## src/rtl/qsg_pkg.sv

```systemverilog
// Package: shared constants, types and the quarter-wave sample list
// for the quadrature sine generator.
// Assumes a 64-entry, 12-bit table whose other quarters are folded
// from the first quarter.
package qsg_pkg;

    localparam int CODE_W  = 12;
    localparam int IDX_W   = 6;
    localparam int DEPTH   = 1 << IDX_W;
    localparam int QUARTER = DEPTH / 4;
    localparam int NCHAN   = 2;

    typedef logic [CODE_W-1:0] code_t;
    typedef logic [IDX_W-1:0]  idx_t;

    localparam code_t CODE_MID_RST = 12'h800;
    localparam code_t CODE_FULL    = 12'hFFF;
    localparam code_t CODE_FOLD    = 12'hFFE;

    // First quarter of the wave, k = 0..16 (rising from mid-scale to peak)
    function automatic code_t quarter_wave(input logic [4:0] k);
        code_t v;
        case (k)
            5'd0:    v = 12'h7FF;
            5'd1:    v = 12'h8C8;
            5'd2:    v = 12'h98E;
            5'd3:    v = 12'hA51;
            5'd4:    v = 12'hB0F;
            5'd5:    v = 12'hBC4;
            5'd6:    v = 12'hC71;
            5'd7:    v = 12'hD12;
            5'd8:    v = 12'hDA7;
            5'd9:    v = 12'hE2E;
            5'd10:   v = 12'hEA5;
            5'd11:   v = 12'hF0D;
            5'd12:   v = 12'hF63;
            5'd13:   v = 12'hFA6;
            5'd14:   v = 12'hFD7;
            5'd15:   v = 12'hFF5;
            default: v = 12'hFFF;
        endcase
        return v;
    endfunction

endpackage

```

## src/rtl/qsg_rom.sv

```systemverilog
// Module: qsg_rom
// Purely combinational 64-entry sine lookup built from the quarter wave.
// Assumes a 6-bit address: bit 5 selects the lower half-wave and bit 4
// selects the falling quarter within a half.
module qsg_rom
    import qsg_pkg::*;
(
    input  idx_t  addr,
    output code_t code
);

    logic [4:0] fold_k;
    code_t      q_val;

    // Mirror the address into the 0..16 quarter range
    always_comb begin
        if (addr[4]) begin
            fold_k = 5'(6'd32 - {1'b0, addr[4:0]});
        end else begin
            fold_k = addr[4:0];
        end
    end

    // Look up the quarter sample and flip it for the lower half-wave
    always_comb begin
        q_val = quarter_wave(fold_k);
        if (addr[5]) begin
            code = (q_val == CODE_FULL) ? '0 : (CODE_FOLD - q_val);
        end else begin
            code = q_val;
        end
    end

endmodule

```

## src/rtl/qsg_timer.sv

```systemverilog
// Module: qsg_timer
// Counts enabled cycles, raises a one-cycle strobe every TICKS of
// them, and steps the main phase index on each strobe.
// Assumes TICKS >= 2. The index wraps naturally at 2**IDX_W.
module qsg_timer
    import qsg_pkg::*;
#(
    parameter int TICKS = 36
) (
    input  logic clk,
    input  logic rst_n,
    input  logic en_i,
    output logic strobe_o,
    output idx_t idx_o
);

    localparam int CNT_W = (TICKS > 1) ? $clog2(TICKS) : 1;
    localparam logic [CNT_W-1:0] CNT_LAST = CNT_W'(TICKS - 1);

    logic [CNT_W-1:0] cnt_q;

    // Strobe when an enabled cycle completes the interval
    always_comb begin
        strobe_o = en_i && (cnt_q == CNT_LAST);
    end

    // Interval counter: advance on enable, reload to zero after the last tick
    always_ff @(posedge clk) begin
        if (!rst_n) begin
            cnt_q <= '0;
        end else if (strobe_o) begin
            cnt_q <= '0;
        end else if (en_i) begin
            cnt_q <= cnt_q + 1'b1;
        end
    end

    // Phase index: one step per strobe
    always_ff @(posedge clk) begin
        if (!rst_n) begin
            idx_o <= '0;
        end else if (strobe_o) begin
            idx_o <= idx_o + 1'b1;
        end
    end

endmodule

```

## src/rtl/qsg_stage.sv

```systemverilog
// Module: qsg_stage
// Two-step transfer: new codes are captured in staging registers on a
// load pulse, then moved to both outputs together on the next edge.
// Assumes load pulses are at least two cycles apart.
module qsg_stage
    import qsg_pkg::*;
(
    input  logic  clk,
    input  logic  rst_n,
    input  logic  load_i,
    input  code_t main_d,
    input  code_t quad_d,
    output code_t main_q,
    output code_t quad_q,
    output logic  upd_o
);

    code_t stg_main;
    code_t stg_quad;
    logic  stg_vld;

    // Capture the pair coming from the lookup
    always_ff @(posedge clk) begin
        if (!rst_n) begin
            stg_main <= CODE_MID_RST;
            stg_quad <= CODE_FULL;
            stg_vld  <= 1'b0;
        end else begin
            stg_vld <= load_i;
            if (load_i) begin
                stg_main <= main_d;
                stg_quad <= quad_d;
            end
        end
    end

    // Commit both staged codes to the outputs on one edge
    always_ff @(posedge clk) begin
        if (!rst_n) begin
            main_q <= CODE_MID_RST;
            quad_q <= CODE_FULL;
            upd_o  <= 1'b0;
        end else begin
            upd_o <= stg_vld;
            if (stg_vld) begin
                main_q <= stg_main;
                quad_q <= stg_quad;
            end
        end
    end

endmodule

```

## src/rtl/quad_sine_gen.sv

```systemverilog
// Module: quad_sine_gen (top)
// Two sine streams 90 degrees apart for a DAC pair, committed together.
// Channel 0 reads the table at the phase index and channel 1 reads it a
// quarter table ahead. Assumes TICKS >= 2.
module quad_sine_gen
    import qsg_pkg::*;
#(
    parameter int TICKS = 36
) (
    input  logic        clk,
    input  logic        rst_n,
    input  logic        en_i,
    output logic [11:0] main_o,
    output logic [11:0] quad_o,
    output logic        upd_o,
    output logic        ind_o
);

    logic  strobe;
    idx_t  phase_idx;
    code_t chan_code [NCHAN];

    qsg_timer #(.TICKS(TICKS)) u_timer (
        .clk      (clk),
        .rst_n    (rst_n),
        .en_i     (en_i),
        .strobe_o (strobe),
        .idx_o    (phase_idx)
    );

    // One lookup per channel, each offset by a quarter table
    for (genvar ch = 0; ch < NCHAN; ch++) begin : g_chan
        localparam idx_t OFS = idx_t'(ch * QUARTER);
        idx_t rd_addr;

        // Offset read address, wrapping modulo the table depth
        always_comb begin
            rd_addr = phase_idx + OFS;
        end

        qsg_rom u_rom (
            .addr (rd_addr),
            .code (chan_code[ch])
        );
    end

    qsg_stage u_stage (
        .clk    (clk),
        .rst_n  (rst_n),
        .load_i (strobe),
        .main_d (chan_code[0]),
        .quad_d (chan_code[1]),
        .main_q (main_o),
        .quad_q (quad_o),
        .upd_o  (upd_o)
    );

    // Indicator follows the sign half of the committed main code
    always_comb begin
        ind_o = main_o[CODE_W-1];
    end

endmodule

```

## config.mk

```make
export PLATFORM = sky130hd
export DESIGN_NAME = quad_sine_gen
export DESIGN_NICKNAME = d
export VERILOG_FILES = /design/src/rtl/qsg_pkg.sv /design/src/rtl/qsg_rom.sv /design/src/rtl/qsg_timer.sv /design/src/rtl/qsg_stage.sv /design/src/rtl/quad_sine_gen.sv
export SDC_FILE = /design/constraint.sdc
export NUM_CORES = 1
export LEC_CHECK = 0
export BUFFER_PORTS_ARGS = -buffer_cell sky130_fd_sc_hd__buf_2
export CELL_PAD_IN_SITES_DETAIL_PLACEMENT = 1
export CELL_PAD_IN_SITES_GLOBAL_PLACEMENT = 2
export CORE_MARGIN = 4
export CORE_UTILIZATION = 40
export DETAILED_ROUTE_END_ITERATION = 10
export GPL_ROUTABILITY_DRIVEN = 0
export PLACE_DENSITY_LB_ADDON = 0.25
export SYNTH_ARGS = -nofsm -noshare
export SYNTH_HDL_FRONTEND = slang
export SYNTH_SLANG_ARGS = --single-unit
```

## constraint.sdc

```tcl
create_clock -name clk -period 10.8 [get_ports clk]
set_input_delay 0.54 -clock clk [delete_from_list [all_inputs] [get_ports clk]]
set_output_delay 0.54 -clock clk [all_outputs]
set_load 0.02 [all_outputs]
```

==> reports/results.tsv <==
stage	metric	value	unit
outcome	outcome	finished, final reports clean	
power	irDropWorstVdd	0.0465	mV
global_route	grt_max_degree	46	
setup_path	cp.required	11070	ps
layout	layout-drive-gt1-share	14.5	%
die	start_util	41.0	%
layout	final_common_cell	dfxtp_1	
routing	drt_pass1_iterations	4	
timing	final_hold_viol_count	0	
place	port_buffers	28	
logic_synthesis	synthMuxAreaShare	8.15	%
die	ios	29	
timing	maxSlewHeadroom	29.5	%
logic_synthesis	synthCells	468	
clock_tree	post_cts_buffers	0	
flow_run	max_cap_violations	0	
global_route	use_met2	26.8	%
power	power-per-cell-area	96.0	nW/µm²
logic_synthesis	ys_seq_elements	62	
layout	final_area	4340	µm²
logic_synthesis	synthArstFlopShare	0	%
clock_tree	cts-resized-gates	0	
die	dieArea	11600	µm²
die	die_x	108	µm
place	placed_area	4170	µm²
global_route	grt_pass1_vias	3324	
setup_path	crit_buf_inv	4	
setup_path	path_delay_family	adder cells	
setup_path	r2r_slack	6380	ps
routing	wl_per_cell	16.7	µm
timing	period_share	40.9	%
setup_path	worstReg2RegStart	u_timer.idx_o[0]$_SDFFE_PN0P_	
die	die_h	108	µm
layout	mostFrequentLayoutCells	dfxtp_1 (62), nand2_1 (54), mux2i_1 (30)	
routing	drtIter0Drc	132	
clock_tree	numClockSinks	62	
setup_path	crit_arrival	4690	ps
worst_hold_path	hold_class	reg -> reg	
clock_tree	cts_tree	built	
timing	setup_viol	0	
setup_path	crit_slowest_cell	ha_1	
routing	vias_per_cell	5.59	
logic_synthesis	syn_nets	484	
clock_tree	numCtsBuffers	9	
layout	num-nets-final	495	
timing	finalSetupTns	0	ps
routing	drc_errors	0	
setup_path	cp-start-kind	flip-flop	
routing	drtAntennaViolNets	0	
logic_synthesis	synth_xor_xnor_area_share	7.83	%
setup_path	cp_cell_sequence	buf_4 > inv_1 > ha_1 > mux2i_1 > inv_1 > ha_1 > inv_1 > a31o_2 > a211oi_1 > a41oi_1 > or2_2 > ha_1 > nand2_1 > and4b_1 > a21oi_2 > a32o_1	
clock_tree	insertion_delay	330	ps
worst_hold_path	whs_endpoint	u_stage.quad_q[10]$_SDFFE_PN1P_	
logic_synthesis	ys_warn_count	0	
logic_synthesis	synth_fa_ha_area_share	4.07	%
logic_synthesis	synth_compound_area_share	24.2	%
timing	fin_worst_skew	7.32	ps
setup_path	cp-end-kind	flip-flop	
setup_path	cpPeakStageDelay	620	ps
logic_synthesis	ys_seq_area_share	31.1	%
global_route	grt_util_met1	28.1	%
clock_tree	hold_buffers	0	
timing	rsz0062_at_grt	no	
routing	wl	10.3	mm
clock_tree	clk_pin_slew_worst_paths	60	ps
logic_synthesis	synth-main-ff-cell	dfxtp_1	
timing	slew_violations	0	
global_route	grt-busiest-layer	met1	
logic_synthesis	synthSimpleGateAreaFrac	19.1	%
timing	fin_crit	4420	ps
logic_synthesis	syn_area	3990	µm²
timing	tightest_slew	1050	ps
place	hpwlAfterDp	7.62	mm
global_route	grtUsageMet3	2.22	%
layout	area_growth	8.68	%
global_route	track_usage	18.6	%
setup_path	cp_max_fo	23	
routing	vias	3436	
clock_tree	root_buffer	clkbuf_8	
logic_synthesis	yosys.cell_types.count	72	
power	power	0.417	mW
power	leakagePower	1.59	nW
setup_path	rr_endpoint	u_stage.stg_main[6]$_SDFFE_PN0P_	
logic_synthesis	syn_avg_cell_area	8.53	µm²
worst_hold_path	hold_path.startpoint	u_stage.quad_q[10]$_SDFFE_PN1P_	
timing	finalHoldWorstSlack	468	ps
logic_synthesis	synth_top_family_by_area	compound AO/OA/AOI/OAI gates	
worst_hold_path	hold_depth	2	
die	coreArea	9730	µm²
global_route	overflow	0	
clock_tree	clk_path_buf_depth	2	
clock_tree	htreeDepth	3	
setup_path	worstRegToRegCells	16	
global_route	grt_pass1_wl	17.4	mm
layout	antenna_cells	0	
timing	max_freq	226	MHz
global_route	antenna_found_initial	0	
setup_path	critPathKind	reg -> reg	
logic_synthesis	synth_enable_flop_cells	0	
die	rows	36	
==> final cells by class <==
cell class	count	area (µm²)
Clock buffer	13	169
Clock inverter	1	5.00
Fill cell	1212	5390
Inverter	16	60.1
Multi-Input combinational cell	358	2530
Sequential cell	62	1240
Tap cell	133	166
Timing Repair Buffer	32	170
==> cell usage after synthesis, types with 4 or more instances <==
library cell	count	area (µm²)
nand2b_1	4	25.0
nand2_1	54	203
a31oi_1	7	43.8
or3_1	6	37.5
mux2i_1	30	300
nor2_1	28	105
buf_2	8	40.0
o21ai_0	20	100
or2_2	4	25.0
o211ai_1	11	82.6
xnor2_1	22	193
nand3_1	9	45.0
and2_1	8	50.1
nor4_1	4	25.0
a41oi_1	4	35.0
a21oi_1	15	75.1
clkbuf_1	18	67.6
o21a_1	4	30.0
ha_1	13	163
nor3_1	13	65.1
xor2_1	10	87.6
inv_1	16	60.1
nor2b_1	14	87.6
a22o_1	10	87.6
dfxtp_1	62	1240
==> through the flow <==
stage | instances | util (%) | setup slack [ps]
6_report | 615 | 44.6 | 6380
5_1_grt | 615 | 44.6 | 6020
4_1_cts | 615 | 44.6 | 6390
3_5_place_dp | 601 | 42.8 | 6410
3_3_place_gp | 601 | 42.8 | 6620
2_1_floorplan | 468 | - | 6880
==> sequential cells by signal, summed over array words and instances (netlist names) <==
signal	count
u_stage.main_q	12
u_stage.stg_quad	12
u_timer.idx_o	6
u_stage.stg_main	12
u_stage.stg_vld	1
u_timer.cnt_q	6
u_stage.quad_q	12
u_stage.upd_o	1
==> worst max-delay path by stage <==
stage                                   from                          endpoint  slack [ps]  depth (start not counted)
6_report       u_timer.idx_o[0]$_SDFFE_PN0P_  u_stage.stg_main[6]$_SDFFE_PN0P_        6380                         16
5_1_grt        u_timer.idx_o[0]$_SDFFE_PN0P_  u_stage.stg_main[6]$_SDFFE_PN0P_        6020                         16
4_1_cts        u_timer.idx_o[0]$_SDFFE_PN0P_  u_stage.stg_main[6]$_SDFFE_PN0P_        6390                         16
3_5_place_dp   u_timer.idx_o[0]$_SDFFE_PN0P_  u_stage.stg_main[6]$_SDFFE_PN0P_        6410                         16
3_3_place_gp   u_timer.idx_o[0]$_SDFFE_PN0P_  u_stage.stg_main[6]$_SDFFE_PN0P_        6620                         16
2_1_floorplan  u_timer.idx_o[0]$_SDFFE_PN0P_  u_stage.stg_main[6]$_SDFFE_PN0P_        6880                         18
==> metal layers <==
metal,wire length [µm],part of all wire [%],vias up
met1,5480,53,1655
li1,-,-,1718
met3,276,2.7,13
met4,152,1.5,0
met5,0,0,-
met2,4390,43,50
==> worst register-to-register path: cells and delay by family, from the launching register on <==
| family | cells | cell delay, ps |
|---|---|---|
| AND/OR/NAND/NOR | 3 | 630 |
| adder cells (fa/ha/maj) | 3 | 1160 |
| flip-flops | 1 | 310 |
| buffers and inverters | 4 | 960 |
| multiplexers | 1 | 180 |
| AO/OA/AOI/OAI | 5 | 1110 |
==> logic make-up (layout without fill, tap and decap cells) <==
family	count (synthesis)	after routing
AO/OA/AOI/OAI	124	124
buffers and inverters	48	62
flip-flops	62	62
AND/OR/NAND/NOR	155	155
multiplexers	32	32
XOR/XNOR	34	34
adder cells (fa/ha/maj)	13	13
==> power breakdown <==
part | internal [mW] | switching [mW] | total, mW
combinational | 0.00229 | 0.00443 | 0.00672
clock | 0.0992 | 0.0805 | 0.180
sequential | 0.230 | 0.000710 | 0.230
total | 0.331 | 0.0856 | 0.417
(Power assumes the default switching activity.)
